File: config.mk
export PLATFORM = sky130hd
export DESIGN_NAME = serial_lane_aligner
export DESIGN_NICKNAME = d
export VERILOG_FILES = /design/src/rtl/aligner_pkg.sv /design/src/rtl/lane_framer.sv /design/src/rtl/skew_buffer.sv /design/src/rtl/serial_lane_aligner.sv
export SDC_FILE = /design/constraint.sdc
export NUM_CORES = 1
export LEC_CHECK = 0
export ABC_AREA = 1
export BUFFER_PORTS_ARGS = -buffer_cell sky130_fd_sc_hd__buf_2
export CAP_MARGIN = 20
export CORE_MARGIN = 10
export CORE_UTILIZATION = 35
export DETAILED_ROUTE_END_ITERATION = 10
export GPL_TIMING_DRIVEN = 1
export RECOVER_POWER = 50
export SLEW_MARGIN = 20
export SYNTH_ARGS = -nofsm -noshare
export SYNTH_HDL_FRONTEND = slang
export SYNTH_HIERARCHICAL = 1
export SYNTH_SLANG_ARGS = --single-unit
File: constraint.sdc
create_clock -name clk -period 4.12 [get_ports clk]
set_clock_uncertainty 0.1 [all_clocks]
set_input_delay 0.824 -clock clk [delete_from_list [all_inputs] [get_ports clk]]
set_output_delay 0.824 -clock clk [all_outputs]
set_load 0.05 [all_outputs]
File: src/rtl/aligner_pkg.sv
package aligner_pkg;
  localparam int WORD_W = 8;

  function automatic logic is_forbidden(input logic [WORD_W-1:0] w);
    return (w == '0) || (w == '1);
  endfunction
endpackage

File: src/rtl/lane_framer.sv
module lane_framer
  import aligner_pkg::*;
#(
  parameter logic [WORD_W-1:0] TRAIN = 8'hD4,
  parameter int LOCK_HITS = 4,
  parameter int ERR_LIMIT = 16
) (
  input  logic              clk,
  input  logic              rst_n,
  input  logic              bit_in,
  output logic [WORD_W-1:0] word_o,
  output logic              stb_o,
  output logic              mark_o,
  output logic              lock_o
);
  localparam int CW = $clog2(WORD_W);
  localparam int HW = $clog2(LOCK_HITS);
  localparam int EW = $clog2(ERR_LIMIT);

  logic [WORD_W-1:0] sr_q, sr_n, word_q, word_n;
  logic [CW-1:0]     cnt_q, cnt_n;
  logic [HW-1:0]     hits_q, hits_n;
  logic [EW-1:0]     errs_q, errs_n;
  logic              slip_q, slip_n, lock_q, lock_n, prev_q, prev_n;
  logic              stb_q, stb_n, mark_q, mark_n;
  logic              strobe, is_train, is_bad;

  always_comb begin
    sr_n     = {sr_q[WORD_W-2:0], bit_in};
    strobe   = (cnt_q == CW'(WORD_W-1));
    is_train = (sr_n == TRAIN);
    is_bad   = is_forbidden(sr_n);
    cnt_n    = slip_q ? cnt_q : (strobe ? '0 : cnt_q + 1'b1);
    slip_n   = 1'b0;
    hits_n   = hits_q;
    errs_n   = errs_q;
    lock_n   = lock_q;
    prev_n   = prev_q;
    word_n   = word_q;
    stb_n    = 1'b0;
    mark_n   = 1'b0;
    if (strobe) begin
      if (!lock_q) begin
        if (is_train) begin
          if (hits_q == HW'(LOCK_HITS-1)) begin
            lock_n = 1'b1;
            hits_n = '0;
            errs_n = '0;
            prev_n = 1'b1;
          end else begin
            hits_n = hits_q + 1'b1;
          end
        end else begin
          hits_n = '0;
          slip_n = 1'b1;
        end
      end else begin
        word_n = sr_n;
        stb_n  = 1'b1;
        mark_n = is_train && !prev_q;
        prev_n = is_train;
        if (is_bad) begin
          if (errs_q == EW'(ERR_LIMIT-1)) begin
            lock_n = 1'b0;
            errs_n = '0;
            hits_n = '0;
          end else begin
            errs_n = errs_q + 1'b1;
          end
        end else begin
          errs_n = '0;
        end
      end
    end
  end

  always_ff @(posedge clk or negedge rst_n) begin
    if (!rst_n) begin
      sr_q   <= '0;
      cnt_q  <= '0;
      slip_q <= 1'b0;
      hits_q <= '0;
      errs_q <= '0;
      lock_q <= 1'b0;
      prev_q <= 1'b0;
      word_q <= '0;
      stb_q  <= 1'b0;
      mark_q <= 1'b0;
    end else begin
      sr_q   <= sr_n;
      cnt_q  <= cnt_n;
      slip_q <= slip_n;
      hits_q <= hits_n;
      errs_q <= errs_n;
      lock_q <= lock_n;
      prev_q <= prev_n;
      stb_q  <= stb_n;
      mark_q <= mark_n;
      if (strobe) word_q <= word_n;
    end
  end

  assign word_o = word_q;
  assign stb_o  = stb_q;
  assign mark_o = mark_q;
  assign lock_o = lock_q;

  assert_strobe_spacing_R1: assert property (@(posedge clk) disable iff (!rst_n)
    stb_q |=> !stb_q);
  assert_lock_on_train_R2: assert property (@(posedge clk) disable iff (!rst_n)
    $rose(lock_q) |-> $past(sr_n == TRAIN));
  assert_drop_on_forbidden_R4: assert property (@(posedge clk) disable iff (!rst_n)
    $fell(lock_q) |-> $past(is_bad));
  assert_marker_with_word_R5: assert property (@(posedge clk) disable iff (!rst_n)
    mark_q |-> (stb_q && word_q == TRAIN));
endmodule

File: src/rtl/skew_buffer.sv
module skew_buffer
  import aligner_pkg::*;
#(
  parameter int DEPTH = 4
) (
  input  logic              clk,
  input  logic              rst_n,
  input  logic              flush,
  input  logic              push,
  input  logic [WORD_W-1:0] din,
  input  logic              pop,
  output logic [WORD_W-1:0] dout,
  output logic              empty,
  output logic              full
);
  localparam int PW = (DEPTH > 1) ? $clog2(DEPTH) : 1;
  localparam int NW = $clog2(DEPTH + 1);

  logic [WORD_W-1:0] mem [DEPTH];
  logic [PW-1:0]     wp_q, wp_n, rp_q, rp_n;
  logic [NW-1:0]     n_q, n_n;
  logic              do_push, do_pop;

  always_comb begin
    do_push = push && !flush;
    do_pop  = pop && !flush && (n_q != '0);
    wp_n    = wp_q;
    rp_n    = rp_q;
    n_n     = n_q;
    if (flush) begin
      wp_n = '0;
      rp_n = '0;
      n_n  = '0;
    end else begin
      if (do_push) wp_n = (wp_q == PW'(DEPTH-1)) ? '0 : wp_q + 1'b1;
      if (do_pop)  rp_n = (rp_q == PW'(DEPTH-1)) ? '0 : rp_q + 1'b1;
      n_n = n_q + NW'(do_push) - NW'(do_pop);
    end
  end

  always_ff @(posedge clk or negedge rst_n) begin
    if (!rst_n) begin
      wp_q <= '0;
      rp_q <= '0;
      n_q  <= '0;
    end else begin
      wp_q <= wp_n;
      rp_q <= rp_n;
      n_q  <= n_n;
    end
  end

  always_ff @(posedge clk) begin
    if (do_push) mem[wp_q] <= din;
  end

  assign dout  = mem[rp_q];
  assign empty = (n_q == '0);
  assign full  = (n_q == NW'(DEPTH));

  assert_no_overflow_R7: assert property (@(posedge clk) disable iff (!rst_n)
    (push && full && !pop) |-> flush);
endmodule

File: src/rtl/serial_lane_aligner.sv
module serial_lane_aligner
  import aligner_pkg::*;
#(
  parameter int LANES = 4,
  parameter logic [WORD_W-1:0] TRAIN = 8'hD4,
  parameter int LOCK_HITS = 4,
  parameter int ERR_LIMIT = 16,
  parameter int DEPTH = 4
) (
  input  logic                    clk,
  input  logic                    rst_n,
  input  logic [LANES-1:0]        ser_in,
  output logic [LANES-1:0]        lane_lock,
  output logic                    group_lock,
  output logic                    word_valid,
  output logic [LANES*WORD_W-1:0] word_out
);
  logic [LANES-1:0]        stb, mark, lock, empty, full, push;
  logic [LANES-1:0]        marked_q, marked_n;
  logic [LANES*WORD_W-1:0] lane_word, head, out_q;
  logic                    pop, flush, overflow, any_unlocked, valid_q;

  for (genvar i = 0; i < LANES; i++) begin : g_lane
    lane_framer #(.TRAIN(TRAIN), .LOCK_HITS(LOCK_HITS), .ERR_LIMIT(ERR_LIMIT)) u_framer (
      .clk(clk), .rst_n(rst_n), .bit_in(ser_in[i]),
      .word_o(lane_word[i*WORD_W +: WORD_W]), .stb_o(stb[i]),
      .mark_o(mark[i]), .lock_o(lock[i]));

    skew_buffer #(.DEPTH(DEPTH)) u_buf (
      .clk(clk), .rst_n(rst_n), .flush(flush), .push(push[i]),
      .din(lane_word[i*WORD_W +: WORD_W]), .pop(pop),
      .dout(head[i*WORD_W +: WORD_W]), .empty(empty[i]), .full(full[i]));
  end

  always_comb begin
    any_unlocked = !(&lock);
    push         = stb & (marked_q | mark);
    pop          = (&marked_q) && !(|empty) && !any_unlocked;
    overflow     = |(push & full) && !pop;
    flush        = any_unlocked || overflow;
    marked_n     = flush ? '0 : (marked_q | (stb & mark));
  end

  always_ff @(posedge clk or negedge rst_n) begin
    if (!rst_n) begin
      marked_q <= '0;
      valid_q  <= 1'b0;
      out_q    <= '0;
    end else begin
      marked_q <= marked_n;
      valid_q  <= pop;
      if (pop) out_q <= head;
    end
  end

  assign lane_lock  = lock;
  assign group_lock = (&lock) && (&marked_q);
  assign word_valid = valid_q;
  assign word_out   = out_q;

  assert_output_needs_lock_R6: assert property (@(posedge clk) disable iff (!rst_n)
    valid_q |-> $past(&lock));
  assert_unlock_clears_group_R7: assert property (@(posedge clk) disable iff (!rst_n)
    !(&lock) |=> !group_lock);
endmodule

==> impl_results.html, run 1 <==
<table>
<tr><th>Metric</th><th>Value</th></tr>
<tr><th colspan="2">Status</th></tr>
<tr><td>Run status</td><td>finished with violations</td></tr>
<tr><td>Failing checks</td><td>capacitance limit, slew limit</td></tr>
<tr><th colspan="2">Synthesis</th></tr>
<tr><td>Dominant cell by count in the synthesized netlist</td><td>sky130_fd_sc_hd__nand2_1</td></tr>
<tr><td>List of most frequent post-synthesis cells</td><td>sky130_fd_sc_hd__nand2_1, sky130_fd_sc_hd__dfrtp_1, sky130_fd_sc_hd__inv_1</td></tr>
<tr><td>Warning count from the yosys run</td><td>6</td></tr>
<tr><td>Syn Std Cell Area</td><td>0.0136 mm²</td></tr>
<tr><td>Leading area contributor after synthesis</td><td>sky130_fd_sc_hd__dfrtp_1</td></tr>
<tr><td>Area share of the leading cell type in the synthesized netlist</td><td>33.4%</td></tr>
<tr><td>Net Count, Synth</td><td>1398</td></tr>
<tr><td>Largest cells by area after synthesis</td><td>sky130_fd_sc_hd__dfrtp_1, sky130_fd_sc_hd__edfxtp_1, sky130_fd_sc_hd__nand2_1</td></tr>
<tr><td>Per-instance average area after synthesis</td><td>10.1 µm²</td></tr>
<tr><td>Main synth FF type</td><td>sky130_fd_sc_hd__dfrtp_1</td></tr>
<tr><td>Cells after Synth</td><td>1346</td></tr>
<tr><td>Number of synthesized register bits</td><td>309</td></tr>
<tr><td>Sequential cell area fraction in the yosys report</td><td>61.8%</td></tr>
<tr><td>Number of flops mapped to enable cells by yosys</td><td>128</td></tr>
<tr><td>Post-synthesis async set-or-reset flop share</td><td>58.6%</td></tr>
<tr><td>Count of cell types in the netlist</td><td>33</td></tr>
<tr><th colspan="2">Power and ir drop</th></tr>
<tr><td>Static leakage</td><td>7.25 nW</td></tr>
<tr><td>Power per Cell Area</td><td>442 mW/mm²</td></tr>
<tr><td>Max VDD drop</td><td>299 µV</td></tr>
<tr><th colspan="2">Critical path</th></tr>
<tr><td>Delay contributed by the slowest stage of the critical path</td><td>0.53 ns</td></tr>
<tr><td>Master of the slowest instance on the critical path</td><td>sky130_fd_sc_hd__dfrtp_1</td></tr>
<tr><td>Launch point of the worst reg-to-reg path</td><td>g_lane[3].u_framer/lock_o</td></tr>
<tr><td>CP Data Arrival Time</td><td>3.62 ns</td></tr>
<tr><td>Nature of the critical path startpoint</td><td>flip-flop</td></tr>
<tr><td>Required time at the worst-slack endpoint</td><td>4.46 ns</td></tr>
<tr><td>CP Class</td><td>flip-flop to flip-flop</td></tr>
<tr><td>CP Max Fanout</td><td>24</td></tr>
<tr><td>Endpoint of the worst-slack reg-to-reg timing path</td><td>g_lane[3].u_buf/n_q[2]</td></tr>
<tr><td>Flop-to-flop setup slack</td><td>0.83 ns</td></tr>
<tr><td>Cells on worst reg2reg path</td><td>16</td></tr>
<tr><td>Sort of element at the end of the critical path</td><td>flip-flop</td></tr>
<tr><td>List of cells traversed by the critical path</td><td>nand2_1, nor2_1, nand2_2, nor2_8, nor2_1, buf_4, inv_1, nand2_1, ha_1, inv_1, ha_1, inv_1, fa_1, nand3_1, nand2_1, nor2_1</td></tr>
<tr><th colspan="2">Drt</th></tr>
<tr><td>DR vias</td><td>8759</td></tr>
<tr><td>DRC viols</td><td>0</td></tr>
<tr><td>Vias per cell</td><td>4.49</td></tr>
<tr><td>Post-route ant nets</td><td>0</td></tr>
<tr><td>Final wirelength</td><td>25600 µm</td></tr>
<tr><td>First-pass detailed-route iteration total</td><td>4</td></tr>
<tr><td>DRC violation total after the first TritonRoute iteration</td><td>484</td></tr>
<tr><td>Wire per inst</td><td>13.2 µm</td></tr>
<tr><th colspan="2">Clock network</th></tr>
<tr><td>TritonCTS clock tree</td><td>built</td></tr>
<tr><td># resized after CTS</td><td>0</td></tr>
<tr><td>Count of clock tree sinks</td><td>309</td></tr>
<tr><td>Clk buf depth</td><td>3</td></tr>
<tr><td>Total of hold buffers inserted after clock tree synthesis</td><td>0</td></tr>
<tr><td>Clock slew at reported path FFs</td><td>0.06 ns</td></tr>
<tr><td>Number of buffers created by CTS</td><td>36</td></tr>
<tr><td>Number of H-tree levels</td><td>2</td></tr>
<tr><td>Buffers inserted by post-CTS timing repair</td><td>0</td></tr>
<tr><td>Root Driver</td><td>sky130_fd_sc_hd__clkbuf_16</td></tr>
<tr><td>Clock latency on the worst-skew pair</td><td>0.51 ns</td></tr>
<tr><th colspan="2">Floorplan</th></tr>
<tr><td>Total number of placement rows</td><td>72</td></tr>
<tr><td>IO Count</td><td>44</td></tr>
<tr><td>Initial Utilization</td><td>35.2%</td></tr>
<tr><td>Floorplan die area</td><td>0.0470 mm²</td></tr>
<tr><td>Die outline width</td><td>217 µm</td></tr>
<tr><td>Die extent in y</td><td>217 µm</td></tr>
<tr><td>Area of the placeable core</td><td>0.0385 mm²</td></tr>
<tr><th colspan="2">Finish</th></tr>
<tr><td>Layout Nets</td><td>1455</td></tr>
<tr><td>Area Overhead vs Synth</td><td>13.2%</td></tr>
<tr><td>Fraction of layout cells with a size suffix above 1</td><td>11.8%</td></tr>
<tr><td>Final cell count without fillers</td><td>1949</td></tr>
<tr><td>Number of diodes</td><td>0</td></tr>
<tr><th colspan="2">Timing</th></tr>
<tr><td>Post-layout minimum cycle time</td><td>3.29 ns</td></tr>
<tr><td>Max transition margin</td><td>-69.0%</td></tr>
<tr><td>Setup-failing EPs final</td><td>0</td></tr>
<tr><td>Measured slew at the worst slew-check pin</td><td>2.54 ns</td></tr>
<tr><td>RSZ-0062 raised after global routing</td><td>false</td></tr>
<tr><td>Final Cycle Share</td><td>79.8%</td></tr>
<tr><td>Fmax</td><td>0.304 GHz</td></tr>
<tr><td>Fin. Hold Viols</td><td>0</td></tr>
<tr><td>Number of pins with negative max-slew slack in the final report</td><td>98</td></tr>
<tr><td>Setup TNS</td><td>0 ns</td></tr>
<tr><th colspan="2">Global route</th></tr>
<tr><td>First-pass GRT wire length</td><td>43900 µm</td></tr>
<tr><td>Total global routing overflow</td><td>0</td></tr>
<tr><td>Vias in the first global route</td><td>8785</td></tr>
<tr><td>Maximum number of pins on one net before global-route repair</td><td>99</td></tr>
<tr><td>Initial antenna violation count</td><td>0</td></tr>
<tr><td>GRT Util Overall</td><td>11.1%</td></tr>
<tr><th colspan="2">Placement</th></tr>
<tr><td>Detail Placement HPWL</td><td>17200 µm</td></tr>
<tr><td>RD Place Congestion</td><td>0.778</td></tr>
<tr><td>Number of placed instances with taps included</td><td>1882</td></tr>
<tr><td>Number of buffers inserted by port buffering</td><td>43</td></tr>
<tr><th colspan="2">Hold path</th></tr>
<tr><td>End of the worst hold path</td><td>g_lane[0].u_framer/sr_q[3]</td></tr>
<tr><td>Type of the most critical hold path</td><td>flip-flop to flip-flop</td></tr>
<tr><td>Worst hold path stage count</td><td>0</td></tr>
<tr><td>Worst min-delay path startpoint</td><td>g_lane[0].u_framer/sr_q[2]</td></tr>
<tr><th colspan="2">Flow run</th></tr>
<tr><td># Max-Cap Violations</td><td>1</td></tr>
</table>
## critical path, delay by kind of cell, from the launching register on
| kind | cells | cell delay, ns |
|---|---|---|
| DFF | 1 | 0.53 |
| adders and majority gates | 3 | 0.83 |
| and+or+nand+nor | 9 | 1.31 |
| buffers and inverters | 4 | 0.45 |
## per-layer routing
metal  GRT usage [%]  routed length [µm]  up-vias
met3            1.76                 753       40
met2            18.2               12000       97
met1            14.8               12400     4138
li1                -                   -     4484
met4            3.50                 532        0
met5               0                   0        -
## cell usage in the layout (no fill, tap or decap), types with 6 or more instances in the layout
| cell type | instances |
|---|---|
| sky130_fd_sc_hd__nand2_1 | 368 |
| sky130_fd_sc_hd__dfrtp_1 | 180 |
| sky130_fd_sc_hd__inv_1 | 151 |
| sky130_fd_sc_hd__nor2_1 | 138 |
| sky130_fd_sc_hd__edfxtp_1 | 128 |
| sky130_fd_sc_hd__o21ai_1 | 58 |
| sky130_fd_sc_hd__nand3_1 | 56 |
| sky130_fd_sc_hd__ha_1 | 42 |
| sky130_fd_sc_hd__o21ai_0 | 39 |
| sky130_fd_sc_hd__clkbuf_16 | 38 |
| sky130_fd_sc_hd__buf_2 | 38 |
| sky130_fd_sc_hd__a21oi_1 | 36 |
| sky130_fd_sc_hd__nand2_2 | 25 |
| sky130_fd_sc_hd__nand4_1 | 20 |
| sky130_fd_sc_hd__o211ai_1 | 14 |
| sky130_fd_sc_hd__clkbuf_1 | 13 |
| sky130_fd_sc_hd__or2_2 | 12 |
| sky130_fd_sc_hd__inv_2 | 7 |
| sky130_fd_sc_hd__nor2_2 | 6 |
## logic make-up (layout without fill, tap and decap cells)
family,Yosys count,count (layout),synth area share [%]
flops,309,309,61.8
fa+ha+maj,46,46,4.47
simple gates,641,641,20.4
compound gates,160,160,6.74
buf+inv,190,275,6.60
## registers in the layout (all words and copies together) (netlist names), 12 cells and up
signal,cells
g_lane.u_buf/mem,128
g_lane.u_framer/word_o,32
word_out,32
g_lane.u_framer/sr_q,28
g_lane.u_framer/errs_q,16
g_lane.u_buf/n_q,12
g_lane.u_framer/cnt_q,12
## worst max-delay path by stage
stage                                         to  cells past startpoint                      start
after floorplan           g_lane[0].u_buf/n_q[1]                     13  g_lane[0].u_framer/lock_o
after CTS                 g_lane[3].u_buf/n_q[2]                     16  g_lane[3].u_framer/lock_o
after global placement    g_lane[3].u_buf/n_q[2]                     17     g_lane[3].u_buf/n_q[1]
after detailed placement  g_lane[3].u_buf/n_q[2]                     15  g_lane[3].u_framer/lock_o
final                     g_lane[3].u_buf/n_q[2]                     16  g_lane[3].u_framer/lock_o
after global routing      g_lane[0].u_buf/n_q[2]                     19     g_lane[3].u_buf/n_q[1]
## where the power goes
part | internal, mW | switching (mW)
logic | 0.115 | 0.201
registers | 3.29 | 0.0654
clock network | 1.90 | 1.22
total | 5.30 | 1.49
## stage by stage
step	total power, mW	hold WS, ns	cell area (µm²)	setup slack [ns]	util, %
6_report	6.79	0.325	15300	0.833	39.9
5_1_grt	7.10	0.347	15300	0.418	39.9
4_1_cts	6.89	0.322	15400	0.789	39.9
3_5_place_dp	3.74	0.307	14200	0.804	36.9
3_3_place_gp	3.73	0.304	14200	0.943	36.9
2_1_floorplan	3.63	0.294	13600	0.775	-
## cell type report
type	count	area (µm²)
tap	518	648
multi-input combinational	847	4260
timing repair buffer	49	275
clock buffer	51	1040
clock inverter	15	143
sequential	309	8370
fill	3846	23100
inverter	160	606
Note: power is estimated with default switching activity, not from simulation.
==> run 2: changes to the inputs <==
==> constraint.sdc (replaced) <==
create_clock -name clk -period 2.8 [get_ports clk]
set_clock_uncertainty 0.1 [all_clocks]
set_input_delay 0.56 -clock clk [delete_from_list [all_inputs] [get_ports clk]]
set_output_delay 0.56 -clock clk [all_outputs]
set_load 0.05 [all_outputs]
==> impl_results.html, run 2 (synthesis results as in run 1) <==
<table>
<tr><th>Metric</th><th>Value</th></tr>
<tr><th colspan="2">Status</th></tr>
<tr><td>Run status</td><td>finished with violations (unchanged)</td></tr>
<tr><td>Failing checks</td><td>capacitance limit, slew limit (unchanged)</td></tr>
<tr><th colspan="2">Finish</th></tr>
<tr><td>Largest reg by FF count</td><td>g_lane.u_buf/mem (unchanged)</td></tr>
<tr><td>Area of the multi-input gates</td><td>0.00430 mm² (was 0.00426 mm²)</td></tr>
<tr><td>Commonest cells after routing, fill and taps aside</td><td>sky130_fd_sc_hd__nand2_1, sky130_fd_sc_hd__dfrtp_1, sky130_fd_sc_hd__inv_1 (unchanged)</td></tr>
<tr><td>Max FFs per register</td><td>128 (unchanged)</td></tr>
<tr><td>Final cell count without fillers</td><td>1983 (was 1949)</td></tr>
<tr><td>Fraction of layout cells with a size suffix above 1</td><td>15.2% (was 11.8%)</td></tr>
<tr><td>Cell area after layout</td><td>0.0158 mm² (was 0.0153 mm²)</td></tr>
<tr><td>Area Overhead vs Synth</td><td>17.0% (was 13.2%)</td></tr>
<tr><td>Fill count</td><td>3695 (was 3846)</td></tr>
<tr><td>Commonest non-fill, non-tap cell in the layout</td><td>sky130_fd_sc_hd__nand2_1 (unchanged)</td></tr>
<tr><td>Storage cell area</td><td>0.00838 mm² (was 0.00837 mm²)</td></tr>
<tr><td>Layout Nets</td><td>1490 (was 1455)</td></tr>
<tr><td>Number of diodes</td><td>0 (unchanged)</td></tr>
<tr><th colspan="2">Power and ir drop</th></tr>
<tr><td>Power Internal</td><td>8.19 mW (was 5.30 mW)</td></tr>
<tr><td>Share of power burned in combinational logic</td><td>4.5% (was 4.7%)</td></tr>
<tr><td>Net Sw Power</td><td>2.20 mW (was 1.49 mW)</td></tr>
<tr><td>Switching Share</td><td>21.2% (was 22.0%)</td></tr>
<tr><td>Power per Cell Area</td><td>656 mW/mm² (was 442 mW/mm²)</td></tr>
<tr><td>Static leakage</td><td>7.52 nW (was 7.25 nW)</td></tr>
<tr><td>Share of power burned in registers</td><td>47.4% (was 49.4%)</td></tr>
<tr><td>Clock network fraction of total power</td><td>48.1% (was 46.0%)</td></tr>
<tr><td>Max VDD drop</td><td>356 µV (was 299 µV)</td></tr>
<tr><th colspan="2">Clock network</th></tr>
<tr><td>Number of H-tree levels</td><td>2 (unchanged)</td></tr>
<tr><td>Clock latency on the worst-skew pair</td><td>0.52 ns (was 0.51 ns)</td></tr>
<tr><td>Number of buffers created by CTS</td><td>35 (was 36)</td></tr>
<tr><td>Clk buf depth</td><td>3 (unchanged)</td></tr>
<tr><td>Root Driver</td><td>sky130_fd_sc_hd__clkbuf_16 (unchanged)</td></tr>
<tr><td>TritonCTS clock tree</td><td>built (unchanged)</td></tr>
<tr><td>Clock slew at reported path FFs</td><td>0.06 ns (about the same)</td></tr>
<tr><td>Count of clock tree sinks</td><td>309 (unchanged)</td></tr>
<tr><th colspan="2">Critical path</th></tr>
<tr><td>Master of the slowest instance on the critical path</td><td>sky130_fd_sc_hd__fa_2 (was sky130_fd_sc_hd__dfrtp_1)</td></tr>
<tr><td>List of cells traversed by the critical path</td><td>nor2_1, nand2_1, inv_1, nor2_1, nand2_2, nor2_8, nor2_4, buf_12, nor2_2, nand2_1, inv_1, ha_1, inv_1, ha_1, inv_1, fa_2, nor2_1 (was nand2_1, nor2_1, nand2_2, nor2_8, nor2_1, buf_4, inv_1, nand2_1, ha_1, inv_1, ha_1, inv_1, fa_1, nand3_1, nand2_1, nor2_1)</td></tr>
<tr><td>CP Max Fanout</td><td>8 (was 24)</td></tr>
<tr><td>CP most frequent cell</td><td>sky130_fd_sc_hd__inv_1</td></tr>
<tr><td>Sort of element at the end of the critical path</td><td>flip-flop (unchanged)</td></tr>
<tr><td>Nature of the critical path startpoint</td><td>flip-flop (unchanged)</td></tr>
<tr><td>Worst setup path startpoint</td><td>g_lane[2].u_buf/n_q[1] (was g_lane[3].u_framer/lock_o)</td></tr>
<tr><td>CP Class</td><td>flip-flop to flip-flop (unchanged)</td></tr>
<tr><td>CP Data Arrival Time</td><td>2.93 ns (was 3.62 ns)</td></tr>
<tr><td>Delay contributed by the slowest stage of the critical path</td><td>0.51 ns (was 0.53 ns)</td></tr>
<tr><td>Launch point of the worst reg-to-reg path</td><td>g_lane[2].u_buf/n_q[1] (was g_lane[3].u_framer/lock_o)</td></tr>
<tr><td>Required time at the worst-slack endpoint</td><td>3.11 ns (was 4.46 ns)</td></tr>
<tr><th colspan="2">Timing</th></tr>
<tr><td>Measured slew at the worst slew-check pin</td><td>1.77 ns (was 2.54 ns)</td></tr>
<tr><td>Final Cycle Share</td><td>93.8% (was 79.8%)</td></tr>
<tr><td>Number of pins with negative max-slew slack in the final report</td><td>69 (was 98)</td></tr>
<tr><td>Post-layout minimum cycle time</td><td>2.63 ns (was 3.29 ns)</td></tr>
<tr><td>Fmax</td><td>0.381 GHz (was 0.304 GHz)</td></tr>
<tr><td>Max transition margin</td><td>-18.1% (was -69.0%)</td></tr>
<tr><td>RSZ-0062 raised after global routing</td><td>true (was false)</td></tr>
<tr><td>Fin. Hold Viols</td><td>0 (unchanged)</td></tr>
<tr><td>Setup-failing EPs final</td><td>0 (unchanged)</td></tr>
<tr><th colspan="2">Placement</th></tr>
<tr><td>Number of placed instances with taps included</td><td>1908 (was 1882)</td></tr>
<tr><td>Number of buffers inserted by port buffering</td><td>43 (unchanged)</td></tr>
<tr><td>RD Place Congestion</td><td>0.765 (was 0.778)</td></tr>
<tr><td>Detail Placement HPWL</td><td>16900 µm (was 17200 µm)</td></tr>
<tr><td>Cell area reported after detailed placement</td><td>0.0144 mm² (was 0.0142 mm²)</td></tr>
<tr><th colspan="2">Global route</th></tr>
<tr><td>First-pass GRT wire length</td><td>44700 µm (was 43900 µm)</td></tr>
<tr><td>Vias in the first global route</td><td>8845 (was 8785)</td></tr>
<tr><td>Maximum number of pins on one net before global-route repair</td><td>69 (was 99)</td></tr>
<tr><td>Initial antenna violation count</td><td>0 (unchanged)</td></tr>
<tr><td>GRT Util Overall</td><td>11.3% (was 11.1%)</td></tr>
<tr><td>Total global routing overflow</td><td>0 (unchanged)</td></tr>
<tr><th colspan="2">Drt</th></tr>
<tr><td>DR vias</td><td>8974 (was 8759)</td></tr>
<tr><td>Total length of routed met2 wires</td><td>12200 µm (was 12000 µm)</td></tr>
<tr><td>Vias per cell</td><td>4.53 (was 4.49)</td></tr>
<tr><td>First-pass detailed-route iteration total</td><td>5 (was 4)</td></tr>
<tr><td>DRC violation total after the first TritonRoute iteration</td><td>494 (was 484)</td></tr>
<tr><td>Wire length on met3</td><td>948 µm (was 753 µm)</td></tr>
<tr><td>Wire per inst</td><td>13.3 µm (was 13.2 µm)</td></tr>
<tr><td>DRC viols</td><td>0 (unchanged)</td></tr>
<tr><td>Post-route ant nets</td><td>0 (unchanged)</td></tr>
<tr><td>Final wirelength</td><td>26300 µm (was 25600 µm)</td></tr>
<tr><td>Top Layer Used</td><td>met4 (unchanged)</td></tr>
<tr><td>Met1 wire length</td><td>12600 µm (was 12400 µm)</td></tr>
<tr><th colspan="2">Floorplan</th></tr>
<tr><td>Die outline width</td><td>217 µm (unchanged)</td></tr>
<tr><td>Floorplan die area</td><td>0.0470 mm² (unchanged)</td></tr>
<tr><td>Area of the placeable core</td><td>0.0385 mm² (unchanged)</td></tr>
<tr><td>IO Count</td><td>44 (unchanged)</td></tr>
<tr><td>Initial Utilization</td><td>35.2% (unchanged)</td></tr>
<tr><td>Die extent in y</td><td>217 µm (unchanged)</td></tr>
<tr><td>Total number of placement rows</td><td>72 (unchanged)</td></tr>
<tr><th colspan="2">Hold path</th></tr>
<tr><td>Type of the most critical hold path</td><td>input pin to flip-flop (was flip-flop to flip-flop)</td></tr>
<tr><td>Worst min-delay path startpoint</td><td>ser_in[3] (was g_lane[0].u_framer/sr_q[2])</td></tr>
<tr><th colspan="2">Flow run</th></tr>
<tr><td># Max-Cap Violations</td><td>1 (unchanged)</td></tr>
</table>
## run 2: cell types whose count changed in the layout (fill, tap and decap cells not counted), sizes merged
cell / before / now
dlygate4sd3: 0 / 1
bufbuf: 0 / 2
clkinv: 7 / 8
buf: 44 / 74
inv: 164 / 161
clkbuf: 56 / 53
bufinv: 2 / 8
## run 2: final cells by class
cell class / instances / area share, %
flip-flops and latches: 309 / 52.9
multi-input cells: 847 / 27.1
clock buffers: 45 / 6.09
well taps: 518 / 4.09
inverters: 160 / 3.82
repair buffers: 85 / 4.03
clock inverters: 19 / 1.97
## run 2: critical path: cells and delay by family, from the launching register on
kind	cells	cell delay (ns)
fa+ha+maj	3	0.91
flops	1	0.42
buf+inv	5	0.37
simple gates	9	0.71
## run 2: per-stage QoR
step	setup slack, ns	setup TNS [ns]	total power [mW]	util (%)	hold slack, ns
detailed placement	-0.0668	-0.0883	5.51	37.5	0.308
floorplan	0.0385	0	5.34	-	0.164
global placement	0.0501	0	5.48	37.5	0.305
global route	-0.0390	-0.0732	10.9	41.2	0.0955
finish	0.173	0	10.4	41.2	0.114
CTS	0.0106	0	10.6	41.1	0.0650
## run 2: what timing repair did
| action | 4_1_cts | 5_1_grt |
|---|---|---|
| hold buffers | 1 | 0 |
| endpoints found under the setup margin | 3 | 46 |
| pin swaps | 0 | 4 |
| cloned | 2 | 1 |
| hold endpoints to repair | 39 | 0 |
| buffers inserted | 1 | 6 |
| gates resized for setup | 0 | 13 |
## run 2: path summary, 6_finish.rpt
kind | endpoint | slack, ns | depth (start not counted)
worst max-delay path | g_lane[0].u_buf/n_q[1] | 0.17 | 17
worst min-delay path | g_lane[3].u_framer/sr_q[0] | 0.11 | 1
worst max register to register | g_lane[0].u_buf/n_q[1] | 0.17 | 17
worst min register to register | g_lane[0].u_framer/sr_q[1] | 0.32 | 0
max in group asynchronous | g_lane[3].u_framer/lock_o | 0.40 | 3
min in group asynchronous | word_out[1] | 0.97 | 2
## run 2: power by group through the flow
stage	Sequential [mW]	Clock, mW	Combinational [mW]
after global placement	5.01	0	0.468
after global routing	4.94	5.33	0.589
after detailed placement	5.02	0	0.496
after floorplan	4.99	0	0.349
final	4.93	5.00	0.470
after CTS	4.93	5.14	0.497
## run 2: metal layers
layer | vias up | GRT usage (%)
li1 | 4572 | -
met4 | 0 | 3.45
met5 | - | 0
met1 | 4232 | 15.2
met3 | 39 | 1.89
met2 | 131 | 18.5
